## config.mk

```make
export PLATFORM = sky130hd
export DESIGN_NAME = interval_meter
export DESIGN_NICKNAME = d
export VERILOG_FILES = /design/src/rtl/tim_pkg.sv /design/src/rtl/evt_sync.sv /design/src/rtl/win_ctrl.sv /design/src/rtl/sat_cnt.sv /design/src/rtl/interval_meter.sv
export SDC_FILE = /design/constraint.sdc
export NUM_CORES = 1
export LEC_CHECK = 0
export ABC_AREA = 1
export BUFFER_PORTS_ARGS = -buffer_cell sky130_fd_sc_hd__buf_2
export CAP_MARGIN = 20
export CORE_AREA = 5 5 65 67
export DETAILED_ROUTE_END_ITERATION = 16
export DIE_AREA = 0 0 70 72
export PLACE_DENSITY_LB_ADDON = 0.08
export SLEW_MARGIN = 5
export SYNTH_ARGS = -nofsm -noshare
export SYNTH_HDL_FRONTEND = slang
export SYNTH_HIERARCHICAL = 1
export SYNTH_SLANG_ARGS = --single-unit
```

## constraint.sdc

```tcl
create_clock -name clk -period 3.6 [get_ports clk]
set_input_delay 0.72 -clock clk [delete_from_list [all_inputs] [get_ports clk]]
set_output_delay 0.72 -clock clk [all_outputs]
set_load 0.03 [all_outputs]
```

## src/rtl/tim_pkg.sv

```systemverilog
package tim_pkg;
  // Phase of a measurement as seen by the window controller.
  typedef enum logic [1:0] {
    PH_ARMED = 2'd0,
    PH_OPEN  = 2'd1,
    PH_HELD  = 2'd2
  } phase_t;
endpackage

```

## src/rtl/evt_sync.sv

```systemverilog
module evt_sync #(
  parameter int STAGES = 2
) (
  input  logic clk,
  input  logic rst_n,
  input  logic evt_async,
  output logic evt_rise
);
  localparam int LAST = STAGES - 1;

  logic [STAGES-1:0] chain;
  logic              prev_q;

  // The first stage samples the raw line; later stages only follow.
  always_ff @(posedge clk or negedge rst_n) begin
    if (!rst_n) chain[0] <= 1'b0;
    else        chain[0] <= evt_async;
  end

  generate
    for (genvar s = 1; s < STAGES; s++) begin : g_stage
      always_ff @(posedge clk or negedge rst_n) begin
        if (!rst_n) chain[s] <= 1'b0;
        else        chain[s] <= chain[s-1];
      end
    end
  endgenerate

  always_ff @(posedge clk or negedge rst_n) begin
    if (!rst_n) prev_q <= 1'b0;
    else        prev_q <= chain[LAST];
  end

  assign evt_rise = chain[LAST] & ~prev_q;

  // a rising edge is reported for one cycle only
  a_r8_single_rise: assert property (@(posedge clk) disable iff (!rst_n)
    evt_rise |=> !evt_rise);
endmodule

```

## src/rtl/win_ctrl.sv

```systemverilog
module win_ctrl
  import tim_pkg::*;
(
  input  logic   clk,
  input  logic   rst_n,
  input  logic   start_rise,
  input  logic   stop_rise,
  input  logic   rearm,
  output phase_t phase,
  output logic   cnt_clear,
  output logic   cnt_step,
  output logic   capture
);
  phase_t phase_q, phase_d;

  always_comb begin
    phase_d   = phase_q;
    cnt_clear = 1'b0;
    cnt_step  = 1'b0;
    capture   = 1'b0;
    case (phase_q)
      PH_ARMED: begin
        if (start_rise) begin
          phase_d   = PH_OPEN;
          cnt_clear = 1'b1;
        end
      end
      PH_OPEN: begin
        if (stop_rise) begin
          phase_d = PH_HELD;
          capture = 1'b1;
        end else begin
          cnt_step = 1'b1;
        end
      end
      PH_HELD: begin
        if (rearm) phase_d = PH_ARMED;
      end
      default: phase_d = PH_ARMED;
    endcase
  end

  always_ff @(posedge clk or negedge rst_n) begin
    if (!rst_n) phase_q <= PH_ARMED;
    else        phase_q <= phase_d;
  end

  assign phase = phase_q;

  // a lone stop edge leaves the block waiting
  a_r4_stop_first: assert property (@(posedge clk) disable iff (!rst_n)
    (phase_q == PH_ARMED && stop_rise && !start_rise) |=> phase_q == PH_ARMED);
  // the held phase is left only through rearm
  a_r6_hold_until_rearm: assert property (@(posedge clk) disable iff (!rst_n)
    (phase_q == PH_HELD && !rearm) |=> phase_q == PH_HELD);
  // another start while open keeps the window open
  a_r7_no_restart: assert property (@(posedge clk) disable iff (!rst_n)
    (phase_q == PH_OPEN && start_rise && !stop_rise) |=> phase_q == PH_OPEN);
endmodule

```

## src/rtl/sat_cnt.sv

```systemverilog
module sat_cnt #(
  parameter int W = 16
) (
  input  logic         clk,
  input  logic         rst_n,
  input  logic         clear,
  input  logic         step,
  output logic [W-1:0] cnt,
  output logic [W-1:0] cnt_next_sat,
  output logic         ovf_next
);
  localparam logic [W-1:0] CNT_MAX = {W{1'b1}};

  logic [W-1:0] cnt_q;
  logic         ovf_q;

  // Next value of a saturating increment.
  function automatic logic [W-1:0] sat_inc(input logic [W-1:0] v);
    return (v == CNT_MAX) ? CNT_MAX : v + 1'b1;
  endfunction

  // Whether an increment of v would pass the top of the range.
  function automatic logic hits_top(input logic [W-1:0] v);
    return v == CNT_MAX;
  endfunction

  always_ff @(posedge clk or negedge rst_n) begin
    if (!rst_n) begin
      cnt_q <= '0;
      ovf_q <= 1'b0;
    end else if (clear) begin
      cnt_q <= '0;
      ovf_q <= 1'b0;
    end else if (step) begin
      cnt_q <= sat_inc(cnt_q);
      ovf_q <= ovf_q | hits_top(cnt_q);
    end
  end

  assign cnt          = cnt_q;
  assign cnt_next_sat = sat_inc(cnt_q);
  assign ovf_next     = ovf_q | hits_top(cnt_q);

  // each open cycle below the top adds one
  a_r2_count_step: assert property (@(posedge clk) disable iff (!rst_n)
    (step && !clear && cnt_q != CNT_MAX) |=> cnt_q == $past(cnt_q) + 1'b1);
  // at the top the counter stays put and remembers the overflow
  a_r5_saturate: assert property (@(posedge clk) disable iff (!rst_n)
    (step && !clear && cnt_q == CNT_MAX) |=> (cnt_q == CNT_MAX && ovf_q));
endmodule

```

## src/rtl/interval_meter.sv

```systemverilog
module interval_meter
  import tim_pkg::*;
#(
  parameter int CNT_W       = 16,
  parameter int SYNC_STAGES = 2
) (
  input  logic             clk,
  input  logic             rst_n,
  input  logic             start_evt,
  input  logic             stop_evt,
  input  logic             rearm,
  output logic [CNT_W-1:0] meas_count,
  output logic             meas_ovf,
  output logic             done
);
  logic             start_rise, stop_rise;
  phase_t           phase;
  logic             cnt_clear, cnt_step, capture;
  logic [CNT_W-1:0] cnt, cnt_next_sat;
  logic             ovf_next;

  logic [CNT_W-1:0] res_q;
  logic             res_ovf_q;
  logic             done_q;

  evt_sync #(.STAGES(SYNC_STAGES)) i_sync_start (
    .clk(clk), .rst_n(rst_n), .evt_async(start_evt), .evt_rise(start_rise)
  );

  evt_sync #(.STAGES(SYNC_STAGES)) i_sync_stop (
    .clk(clk), .rst_n(rst_n), .evt_async(stop_evt), .evt_rise(stop_rise)
  );

  win_ctrl i_win (
    .clk(clk), .rst_n(rst_n),
    .start_rise(start_rise), .stop_rise(stop_rise), .rearm(rearm),
    .phase(phase), .cnt_clear(cnt_clear), .cnt_step(cnt_step), .capture(capture)
  );

  sat_cnt #(.W(CNT_W)) i_cnt (
    .clk(clk), .rst_n(rst_n),
    .clear(cnt_clear), .step(cnt_step),
    .cnt(cnt), .cnt_next_sat(cnt_next_sat), .ovf_next(ovf_next)
  );

  // The stop cycle itself counts as one more period.
  always_ff @(posedge clk or negedge rst_n) begin
    if (!rst_n) begin
      res_q     <= '0;
      res_ovf_q <= 1'b0;
      done_q    <= 1'b0;
    end else begin
      done_q <= capture;
      if (capture) begin
        res_q     <= cnt_next_sat;
        res_ovf_q <= ovf_next;
      end
    end
  end

  assign meas_count = res_q;
  assign meas_ovf   = res_ovf_q;
  assign done       = done_q;

  // done never lasts two cycles
  a_r3_done_pulse: assert property (@(posedge clk) disable iff (!rst_n)
    done_q |=> !done_q);
  // the result only moves together with done
  a_r3_result_held: assert property (@(posedge clk) disable iff (!rst_n)
    !capture |=> ($stable(res_q) && $stable(res_ovf_q) && !done_q));
  // a capture can only come from an open window
  a_r6_capture_open: assert property (@(posedge clk) disable iff (!rst_n)
    capture |-> phase == PH_OPEN);
  // an overflowed result always reads full scale
  a_r5_ovf_full: assert property (@(posedge clk) disable iff (!rst_n)
    res_ovf_q |-> res_q == {CNT_W{1'b1}});
endmodule

```

---- After elaboration in Yosys (flattened, before gate mapping) ----
Index checks and enable logic that the tools add are counted.
word-level totals
  RAM bits ................................ 0
  flip-flop bits (word level) ............. 43
  logic and storage cells ................. 42
  latch bits .............................. 0
  output and inout port bits .............. 18
  memories kept ........................... 0
  memory bits (read-only) ................. 0
operators by class
  equality and inequality tests ........... 6
  magnitude comparators ................... 0
  shifts and indexed selects .............. 0
  muxes and demuxes ....................... 15
  $add $sub $neg .......................... 1
  div/mod/pow operators ................... 0
  bitwise logic cells ..................... 5
  reductions and logical operators ........ 3
  $mul .................................... 0
operators with widths
  kind                                                  count
  2-to-1 mux 16 bit                                     3
  adder 16 x 1 -> 16 bit (second input constant)        1
  equality test 16 bit (second input constant)          1
  2-to-1 mux 1 bit                                      8
  2-to-1 mux 2 bit                                      3
  != test 2 bit (second input constant)                 3
  one-hot mux 2 bit (3 select lines)                    1
  AND reduction 3 bit                                   1
  AND 1 bit                                             2
  equality test 2 x 1 -> 1 bit (second input constant)  1
  equality test 2 bit (second input constant)           1
  zero test 2 bit                                       1
  NOT 1 bit                                             2
  nonzero test 2 bit                                    1
  bitwise OR 1 bit                                      1

---- Longest topological paths before layout ----
Gate-level depths: netlist (run 1).
  depth in word-level cells ............... 6
  depth in mapped cells ................... 10

---- By module ----
Netlist (run 1), hierarchy kept.
by module, submodules not included
  module          times used  area each (µm²)  cells an instance
  sat_cnt         1           1167.4           173
  interval_meter  1           705.7            73
  evt_sync        2           85.1             5
  win_ctrl        1           106.4            16

---- Worst setup path before layout (run 1) ----
Ideal clock, no wire load.
  path kind ............................... reg2reg
  start ................................... reg i_cnt.cnt_q[0] (netlist: i_cnt/cnt[0])
  end ..................................... reg res_q[7] (netlist: meas_count[7])
  data arrival time ....................... 1.339 ns
  stages on the path, launching flop included .. 9
  clock period less this slack ............ 1.456 ns
  required time ........................... 3.482 ns
  slack ................................... 2.144 ns
  setup time .............................. 0.118 ns
  cells stage by stage .................... dfrtp_1 ha_1 nand3_2 inv_1 nand2_2 nor2_1 or2_2 nand2_1 nand2_1
between the ends
  cells in the longest elaborated chain, start to end .. 2
  elaborated cells between the ends (all ways) .. 3
RTL lines
  item                                                                   line                  text
  from (decl)                                                            sat_cnt.sv:14         logic [W-1:0] cnt_q;
  from (signal assigned)                                                 sat_cnt.sv:35         cnt_q <= sat_inc(cnt_q);
  adder 16 x 1 -> 16 bit / equality test 16 bit (equally long branches)  sat_cnt.sv:19         return (v == CNT_MAX) ? CNT_MAX : v + 1'b1;
  2-to-1 mux 16 bit *                                                    sat_cnt.sv:19
  via cnt_next_sat[7]                                                    interval_meter.sv:19  logic [CNT_W-1:0] cnt, cnt_next_sat;
  to (signal assigned)                                                   interval_meter.sv:55  res_q <= cnt_next_sat;
  to (decl)                                                              interval_meter.sv:22  logic [CNT_W-1:0] res_q;
The timed path passes the listed nets; every way through them passes the cells marked *.
A chain may end at the register's enable or synchronous reset.

---- Worst setup path in the final report (run 1) ----
  start ................................... reg i_win.phase_q[0] (netlist: i_win/phase[0])
  end ..................................... reg i_cnt.cnt_q[1] (netlist: i_cnt/cnt[1])
between the ends
  cells in the longest elaborated chain, start to end .. 3
  elaborated cells between the ends (all ways) .. 6
RTL lines
  item                                                            line                  text
  from (decl)                                                     win_ctrl.sv:14        phase_t phase_q, phase_d;
  from (signal assigned)                                          win_ctrl.sv:45        else phase_q <= phase_d;
  zero test 2 bit *                                               win_ctrl.sv:21        case (phase_q)
  2-to-1 mux 1 bit *                                              win_ctrl.sv:21
  via cnt_clear                                                   interval_meter.sv:18  logic cnt_clear, cnt_step, capture;
  2-to-1 mux 16 bit / nonzero test 2 bit (equally long branches)  --
Marks and branches as above.

==> results.toml, run 1 <==
[run_status]
status = "complete, no violations"

[floorplanning]
start_util = 0.6007
num_rows = 22
io_pins = 23
die_w_um = 70
die_h_um = 72
dieArea_um2 = 5040
coreArea_um2 = 3578

[timing]
max_clock_freq_mhz = 476.6
hold_viol_final = 0
fin_skew_ps = 9.429
slew_headroom = 0.3028
final.min_clock_period_ps = 2098
layout_setup_ws_ps = 1502
finalMaxSlewViolations = 0
tightest_slew_ps = 1042
rsz0062_at_grt = "false"
fin_crit_sh = 0.5828
setup_viol = 0
setup_tns_ps = 0

[critical_path]
crit_required_ps = 3890
cp-end-kind = "flop"
path_max_fanout = 16
cp.arrival_ps = 2390
start_kind = "flop"
path_class = "flop to flop"

[clocking]
path_clk_slew_ps = 110
clock-sinks = 43
clk-insertion-delay-late_ps = 350
cts-root-buf = "clkbuf_4"
cts_setup_buffers = 0
clockBufferDepth = 2
cts-resized-gates = 0
postCtsHoldBufs = 0
htreeDepth = 2
cts_tree = "yes"
numCtsBuffers = 5

[placed_design]
globalplace.congestion = 0.8618
pre_cts_slack_ps = 1547
dpl-instance-area_um2 = 2271
dp_hpwl_um = 2985
port_buffers = 22

[detailed_routing]
drt-total-wl_um = 3905
vias_per_cell = 4.913
routedWlPerCell_um = 11.35
drt_pass1_iterations = 4
ant_nets = 0
met1_length_um = 1945
first_iter_violations = 107
drcViolationCount = 0
dr_wl_met3_um = 188
top_layer = "met4"
dr_wl_met2_um = 1700
route.vias.total = 1690

[logic_synthesis]
async_reset_ff_frac = 1.000
ys_seq_area_frac = 0.5006
netlist_area_um2 = 2150
synthesis.nets = 278
synth_edf_count = 0
ys.warnings.count = 6
avgSynthCellArea_um2 = 7.903
ys.flop_type = "dfrtp_1"
synth-seq-cells = 43
syn_inst = 272
synth_cell_type_count = 28

[min_path]
min-delay-path-class = "flop to flop"

[global_routing]
grt_usage = 0.1779
grt_pass1_vias = 1577
grt_max_degree = 44
grt_antenna_before_repair = 0
grt_pass1_wl_um = 7182
grt_overflow_total = 0

[finish]
fillers = 318
antenna_cells = 0
syn_to_final_growth_pct = 8.964
drive_above_1_share = 0.1655
fin_util = 0.6545
nNetsFinal = 302
final_cell_area_um2 = 2342

[flow_run]
cap_violations = 0

[power_and_ir_drop]
p_leak_nw = 1.348
power_density_nw_per_um2 = 482.3
fin_total_pwr_mw = 1.130
irDropWorstVdd_v = 0.0003575
## worst paths after layout
check	startpoint	end	slack, ps	cells after the start
min reg2reg	i_sync_stop/chain[0]$_DFF_PN0_	i_sync_stop/chain[1]$_DFF_PN0_	370	0
max in group asynchronous	rst_n	meas_count[7]$_DFFE_PN0P_	2530	1
min in group asynchronous	rst_n	i_sync_stop/chain[1]$_DFF_PN0_	500	1
max	i_win/phase[0]$_DFFE_PN0P_	i_cnt/cnt[1]$_DFFE_PN0P_	1500	7
max reg2reg	i_win/phase[0]$_DFFE_PN0P_	i_cnt/cnt[1]$_DFFE_PN0P_	1500	7
min	i_sync_stop/chain[0]$_DFF_PN0_	i_sync_stop/chain[1]$_DFF_PN0_	370	0
## synthesized netlist by cell type, types with 2 or more instances
cell type  count  area [um2]
dfrtp_1       43        1076
inv_1         35       131.4
nand2_1      110       412.9
nand2_2        8       50.05
nand3_1       16       80.08
nand3_2        2       20.02
nand4_1        2       12.51
nor2_1        18       67.56
nor2_2         2       12.51
nor2_4         2       22.52
o21ai_0       11       55.05
or2_2          2       12.51
xor2_1         6       52.55
## through the flow
step	hold WS, ps	instances
4_1_cts	369.8	344
3_3_place_gp	339.6	337
3_5_place_dp	341.3	337
2_1_floorplan	331.2	272
6_report	365.0	344
5_1_grt	384.4	344
## worst max-delay path, stage by stage, from the launching register on
cell and delay, ps:
dfrtp_1 420, nor2_1 120, nand2_1 70, inv_1 100
nor2_1 180, nor2_1 830, o21ai_0 210, nand2_1 110
## power breakdown
part	internal [mW]	total, mW	switching [mW]
clock network	0.143	0.286	0.143
logic	0.0792	0.270	0.191
registers	0.534	0.574	0.0397
total	0.757	1.13	0.373
## area by class of cell
| type | count | area (um2) | area share |
|---|---|---|---|
| clock buffers | 6 | 41.29 | 0.01763 |
| clock inverters | 1 | 30.03 | 0.01282 |
| inverters | 37 | 146.4 | 0.06250 |
| multi-input cells | 187 | 878.3 | 0.3750 |
| flip-flops and latches | 43 | 1076 | 0.4594 |
| well taps | 48 | 60.06 | 0.02564 |
| repair buffers | 22 | 110.1 | 0.04701 |
## layer usage
layer / up-vias / track usage
met4: 0 / 0.07021
met3: 6 / 0.04571
met5: - / 0
met2: 36 / 0.2560
li1: 879 / -
met1: 769 / 0.2581
## registers in the layout (all words and copies together), names as in the netlist
name                 count
i_cnt/cnt               16
i_cnt/ovf_q              1
meas_ovf                 1
meas_count              16
i_sync_stop/prev_q       1
i_sync_start/prev_q      1
done                     1
i_sync_start/chain       2
i_sync_stop/chain        2
i_win/phase              2
## placed cells by master, fill, tap and decap left out, drive strengths merged
cell type	n
and2	1
bufinv	1
nand3	18
o21bai	1
clkbuf	6
xor2	6
inv	37
dfrtp	43
xnor2	1
ha	1
nor3b	1
or2	2
buf	22
nand4	2
nor3	1
nor2	22
nand2	119
o21ai	12
## kinds of logic after synthesis
group / synth area share
flip-flops: 0.5006
XOR/XNOR: 0.02852
AO/OA/AOI/OAI: 0.03143
AND/OR/NAND/NOR: 0.3428
buffers and inverters: 0.09080
adder cells (fa/ha/maj): 0.005820
Note: power is estimated with default switching activity, not from simulation.
==> run 2, diff against run 1 <==
--- a/config.mk
+++ b/config.mk
@@ -8,9 +8,9 @@
 export ABC_AREA = 1
 export BUFFER_PORTS_ARGS = -buffer_cell sky130_fd_sc_hd__buf_2
 export CAP_MARGIN = 20
-export CORE_AREA = 5 5 65 67
+export CORE_AREA = 5 5 67 69
 export DETAILED_ROUTE_END_ITERATION = 16
-export DIE_AREA = 0 0 70 72
+export DIE_AREA = 0 0 72 74
 export PLACE_DENSITY_LB_ADDON = 0.08
 export SLEW_MARGIN = 5
 export SYNTH_ARGS = -nofsm -noshare
==> constraint.sdc (replaced) <==
create_clock -name clk -period 2.13 [get_ports clk]
set_input_delay 0.426 -clock clk [delete_from_list [all_inputs] [get_ports clk]]
set_output_delay 0.426 -clock clk [all_outputs]
set_load 0.03 [all_outputs]
==> run 2 against run 1 <==
  * Via count rose by 0.47%
  * Critical path type unchanged
  * Final cell count increased by 1.7%
  * Register-to-register slack lost 940 ps
  * Clock skew decreased by 4.8 ps
  * Setup slack worse by 940 ps
  * Count of clock-buffer cells in the layout stayed put
  * Non-clock buffer count is 4 higher
==> results.toml, run 2 (same netlist as run 1, synthesis figures left out) <==
[critical_path]
cp.arrival_ps = 1760
r2r_cells = 8
r2r_slack_ps = 560
path_max_fanout = 6
cp-end-kind = "flop"
crit_required_ps = 2320
reg2reg_to = "meas_count[7]$_DFFE_PN0P_"
critPathLaunch = "i_cnt/cnt[0]$_DFFE_PN0P_"
start_kind = "flop"
regToRegStartpoint = "i_cnt/cnt[0]$_DFFE_PN0P_"
path_class = "flop to flop"

[clocking]
numCtsBuffers = 5
cts-resized-gates = 0
cts_setup_buffers = 0
cts_tree = "yes"
htreeDepth = 2
clockBufferDepth = 2
path_clk_slew_ps = 70
clock-sinks = 43
postCtsHoldBufs = 0
cts-root-buf = "clkbuf_8"
clk-insertion-delay-late_ps = 290

[floorplanning]
die_h_um = 74
die_w_um = 72
num_rows = 23
dieArea_um2 = 5328
coreArea_um2 = 3856
start_util = 0.5574
io_pins = 23

[global_routing]
grt_max_degree = 27
grt_usage = 0.1870
grt_overflow_total = 0
met2_usage = 0.2735
grt_use_met3 = 0.04595
grt_pass1_vias = 1681
grt_util_met1 = 0.2614
grt_busiest_layer = "met2"
grt_antenna_before_repair = 0
grt_pass1_wl_um = 7624

[placed_design]
port_buffers = 22
globalplace.congestion = 0.8189
dp_hpwl_um = 3128

[power_and_ir_drop]
p_switching_mw = 0.6577
p_leak_nw = 1.380
irDropWorstVdd_v = 0.0006022
p_comb_frac = 0.238
clkPwrFrac = 0.291
p_sw_frac = 0.3194
power_density_nw_per_um2 = 855.9
sequentialPowerShare = 0.471
p_int_mw = 1.402

[detailed_routing]
vias_per_cell = 4.851
drt-total-wl_um = 4133
first_iter_violations = 109
drcViolationCount = 0
drt_pass1_iterations = 4
routedWlPerCell_um = 11.81
route.vias.total = 1698
ant_nets = 0

[timing]
fin_crit_sh = 0.7382
max_clock_freq_mhz = 636.0
setup_viol = 0
rsz0062_at_grt = "false"
fin_skew_ps = 4.589
finalMaxSlewViolations = 0
setup_tns_ps = 0
slew_headroom = 0.5721
hold_viol_final = 0
tightest_slew_ps = 641.1
final.min_clock_period_ps = 1572

[finish]
nNetsFinal = 306
drive_above_1_share = 0.1767
syn_to_final_growth_pct = 11.93
antenna_cells = 0
layout_commonest_cell = "nand2_1"
layout_common_cells = "110 x nand2_1, 43 x dfrtp_1, 35 x inv_1"
fin_util = 0.6239

[run_status]
status = "complete, no violations"

[flow_run]
cap_violations = 0

[min_path]
min-delay-path-class = "input pin to asynchronous set/reset pin"
run 2: cell type report:
cell class              instances  area, um2
multi-input cells             187      878.3
inverters                      37      146.4
repair buffers                 26      140.1
clock buffers                   6      72.57
well taps                      50      62.56
flip-flops and latches         43       1076
fillers                       361       1450
clock inverters                 1      30.03
run 2: routing by layer:
layer | wire, um | up-vias
li1 | - | 876
met1 | 2025 | 779
met2 | 1802 | 38
met3 | 231 | 5
met4 | 73 | 0
met5 | 0 | -
run 2: power groups by stage:
stage / combinational, mW / sequential, mW / clock, mW
2_1_floorplan: 0.288 / 1.05 / 0
3_3_place_gp: 0.496 / 0.984 / 0
3_5_place_dp: 0.501 / 0.986 / 0
4_1_cts: 0.500 / 0.971 / 0.623
5_1_grt: 0.560 / 0.987 / 0.658
6_report: 0.490 / 0.971 / 0.599
run 2: worst max-delay path: stages (launching register included):
cell,delay (ps)
dfrtp_1,410
ha_1,240
nand3_2,110
inv_1,60
nand2_2,140
nor2_1,100
or2_2,290
nand2_1,70
nand2_1,60
run 2: worst max path at each step:
stage                     slack [ps]  cells past startpoint                         end
final                            560                      8   meas_count[7]$_DFFE_PN0P_
after global routing             410                      8  meas_count[12]$_DFFE_PN0P_
after global placement           590                      8   meas_count[7]$_DFFE_PN0P_
after detailed placement         580                      8   meas_count[7]$_DFFE_PN0P_
after floorplan                  670                      8   meas_count[7]$_DFFE_PN0P_
after CTS                        550                      8   meas_count[7]$_DFFE_PN0P_
run 2: through the flow:
stage | setup WS, ps | instances | total power [mW] | cell area (um2) | hold WS (ps)
floorplan | 673.6 | 272 | 1.335 | 2150 | 130.4
global placement | 585.3 | 343 | 1.480 | 2303 | 333.4
detailed placement | 576.4 | 343 | 1.486 | 2303 | 336.2
CTS | 554.1 | 350 | 2.095 | 2406 | 123.6
global route | 412.3 | 350 | 2.205 | 2406 | 161.4
finish | 557.6 | 350 | 2.059 | 2406 | 121.9
==> run 3, diff against run 2 <==
--- a/config.mk
+++ b/config.mk
@@ -5,12 +5,12 @@
 export SDC_FILE = /design/constraint.sdc
 export NUM_CORES = 1
 export LEC_CHECK = 0
-export ABC_AREA = 1
+export ABC_AREA = 0
 export BUFFER_PORTS_ARGS = -buffer_cell sky130_fd_sc_hd__buf_2
 export CAP_MARGIN = 20
-export CORE_AREA = 5 5 67 69
+export CORE_AREA = 5 5 70 72
 export DETAILED_ROUTE_END_ITERATION = 16
-export DIE_AREA = 0 0 72 74
+export DIE_AREA = 0 0 75 77
 export PLACE_DENSITY_LB_ADDON = 0.08
 export SLEW_MARGIN = 5
 export SYNTH_ARGS = -nofsm -noshare
==> constraint.sdc (replaced) <==
create_clock -name clk -period 1.4 [get_ports clk]
set_input_delay 0.28 -clock clk [delete_from_list [all_inputs] [get_ports clk]]
set_output_delay 0.28 -clock clk [all_outputs]
set_load 0.03 [all_outputs]
==> run 3 against run 2 <==
  * The flow now finishes with violations (setup timing)
  * Final cell count shrank 7.1%
  * Non-clock buffer count grew 63
  * First-iteration DRC count shrank 17%
  * Count of clock-buffer cells in the layout grew 1
  * Synthesized cell count shrank 31%
  * Flip-flop and latch count is the same
  * Sequential share of layout area shrank 12 points
  * Worst hold slack lost 32 ps
  * Final area grew 35%
  * Register-to-register slack lost 960 ps
  * Combinational power grew 140%
  * Critical path type unchanged
  * Critical endpoint is now meas_count[14]$_DFFE_PN0P_
==> results.toml, run 3 <==
[detailed_routing]
dr_wl_met3_um = 235
first_iter_violations = 91
route.vias.total = 1807
routedWlPerCell_um = 17.56
drt-total-wl_um = 5707
top_layer = "met4"
ant_nets = 0
drt_pass1_iterations = 4
vias_per_cell = 5.560
dr_wl_met2_um = 3017
drcViolationCount = 0
met1_length_um = 2367

[timing]
final.min_clock_period_ps = 1806
setup_tns_ps = -10070
finalMaxSlewViolations = 0
whs_ps = 90.17
hold_viol_final = 0
slew_headroom = 0.6438
setup_viol = 34
fin_crit_sh = 1.290
tightest_slew_ps = 531.9
max_clock_freq_mhz = 553.8
layout_setup_ws_ps = -405.8
rsz0062_at_grt = "true"
fin_skew_ps = 9.930

[critical_path]
cp.arrival_ps = 2000
path_max_fanout = 2
start_kind = "flop"
crit_required_ps = 1590
reg2reg_to = "meas_count[14]$_DFFE_PN0P_"
regToRegStartpoint = "i_cnt/cnt[1]$_DFFE_PN0P_"
r2r_cells = 7
critPathLaunch = "i_cnt/cnt[1]$_DFFE_PN0P_"
worstSetupEndpoint = "meas_count[14]$_DFFE_PN0P_"
path_class = "flop to flop"
cp-end-kind = "flop"
r2r_slack_ps = -410

[logic_synthesis]
synthSimpleGateAreaFrac = 0.1848
ys.flop_type = "dfrtp_1"
ys.warnings.count = 6
synth.most_common_cell = "dfrtp_1"
ys_top_cells_by_area = "dfrtp_1 51%, mux2_4 7.1%, mux2_2 4.2%, xnor2_1 2.9%, nor2_1 2.5%"
synth_compound_area_frac = 0.1095
avgSynthCellArea_um2 = 11.25
synth_xor_xnor_area_share = 0.02884
yosys-top-cells-count = "43 x dfrtp_1, 14 x nor2_1, 12 x nand2_1, 10 x mux2_4, 9 x a21oi_1"
async_reset_ff_frac = 1.000
synth-seq-cells = 43
synth_cell_type_count = 40
synthesis.nets = 195
yosys.area.top_type = "dfrtp_1"
synth_fa_ha_area_frac = 0.005886
syn_inst = 189
synth.top_cell.area_share = 0.5062
muxShareOfSynthArea = 0.1177
ys_seq_area_frac = 0.5062
synth_top_family_by_area = "simple AND/OR/NAND/NOR gates"
synth_edf_count = 0
netlist_area_um2 = 2126

[finish]
nNetsFinal = 278
syn_to_final_growth_pct = 53.21
antenna_cells = 0
layout_commonest_cell = "buf_4"
layout_common_cells = "50 x buf_4, 42 x dfrtp_1, 22 x buf_2"
drive_above_1_share = 0.5751

[global_routing]
grt_antenna_before_repair = 0
grt_max_degree = 25
grt_overflow_total = 0
grt_pass1_wl_um = 9025
grt_usage = 0.2030
grt_pass1_vias = 1924

[clocking]
clockBufferDepth = 2
path_clk_slew_ps = 80
numCtsBuffers = 5
clock-sinks = 43
clk-insertion-delay-late_ps = 300
htreeDepth = 2
cts_tree = "yes"
cts-root-buf = "clkbuf_8"

[floorplanning]
io_pins = 23
start_util = 0.5021
die_w_um = 75
die_h_um = 77
num_rows = 24
dieArea_um2 = 5775
coreArea_um2 = 4234

[power_and_ir_drop]
irDropWorstVdd_v = 0.0009843
p_sw_frac = 0.3149
p_comb_frac = 0.331
p_int_mw = 2.452
sequentialPowerShare = 0.406
p_switching_mw = 1.127
power_density_nw_per_um2 = 1099
clkPwrFrac = 0.263
p_leak_nw = 1.599

[run_status]
status = "finished, violations left"
violations = "setup timing"

[placed_design]
port_buffers = 22
globalplace.congestion = 0.8807
dp_hpwl_um = 3288

[min_path]
min-delay-path-class = "input pin to flop"

[flow_run]
cap_violations = 0
run 3: cell types whose count changed in the layout (fill, tap and decap cells not counted), sizes merged, moves of 8 or more:
cell,delta
nand3,-10
buf,+61
nor2,-8
nand2,-107
a21oi,+9
mux2,+18
inv,-34
run 3: logic make-up (layout without fill, tap and decap cells):
| logic type | count (synthesis) | after routing |
|---|---|---|
| AO/OA/AOI/OAI | 33 | 33 |
| XOR/XNOR | 7 | 7 |
| adder cells (fa/ha/maj) | 1 | 1 |
| buffers and inverters | 16 | 100 |
| flip-flops | 43 | 43 |
| multiplexers | 19 | 19 |
| AND/OR/NAND/NOR | 70 | 70 |
run 3: critical path, stage by stage (launching register included):
cell	delay, ps
dfrtp_1	400
ha_4	170
nand3_4	70
buf_8	130
nor3_4	180
and3_1	200
mux2_4	300
mux2_4	250
run 3: power by group through the flow:
stage	clock, mW	combinational, mW	sequential, mW
after CTS	0.965	1.11	1.44
after floorplan	0	0.520	1.59
final	0.942	1.19	1.45
after global placement	0	0.912	1.47
after global routing	1.02	1.26	1.47
after detailed placement	0	0.929	1.47
run 3: layout make-up:
class	instances	area (um2)
Fill cell	251	977.2
Timing Repair Buffer	89	718.2
Tap cell	52	65.06
Sequential cell	43	1077
Multi-Input combinational cell	130	1279
Clock inverter	1	30.03
Clock buffer	7	76.32
Inverter	3	11.26
run 3: timing repair:
item,4_1_cts,5_1_grt
pin swaps,21,9
cloned,0,1
hold endpoints to repair,43,0
buffers inserted,14,5
hold buffers,1,0
resized for setup,46,25
setup endpoints to repair,34,34
run 3: metrics by stage:
step           area, um2  worst slack [ps]  power (mW)  instances  utilization
2_1_floorplan       2216            -509.5       2.113        189            -
3_3_place_gp        2656            -483.6       2.377        297       0.6274
3_5_place_dp        2656            -502.4       2.403        297       0.6274
4_1_cts             3069            -347.9       3.519        319       0.7249
5_1_grt             3257            -471.1       3.746        325       0.7692
6_report            3257            -405.8       3.580        325       0.7692
run 3: how the worst min path moves through the flow:
| stage | startpoint | to | slack [ps] | depth (start not counted) |
|---|---|---|---|---|
| after floorplan | rst_n | done$_DFF_PN0_ | -20 | 0 |
| after global placement | rst_n | meas_count[7]$_DFFE_PN0P_ | 260 | 2 |
| after detailed placement | rst_n | meas_count[5]$_DFFE_PN0P_ | 260 | 2 |
| after CTS | start_evt | i_sync_start/chain[0]$_DFF_PN0_ | 80 | 1 |
| after global routing | start_evt | i_sync_start/chain[0]$_DFF_PN0_ | 70 | 1 |
| final | start_evt | i_sync_start/chain[0]$_DFF_PN0_ | 90 | 1 |
run 3: layer usage:
layer  global-route usage  vias to the layer above
met4              0.07473                        0
li1                     -                      853
met1               0.2536                      895
met2               0.3336                       48
met3              0.04837                       11
met5                    0                        -
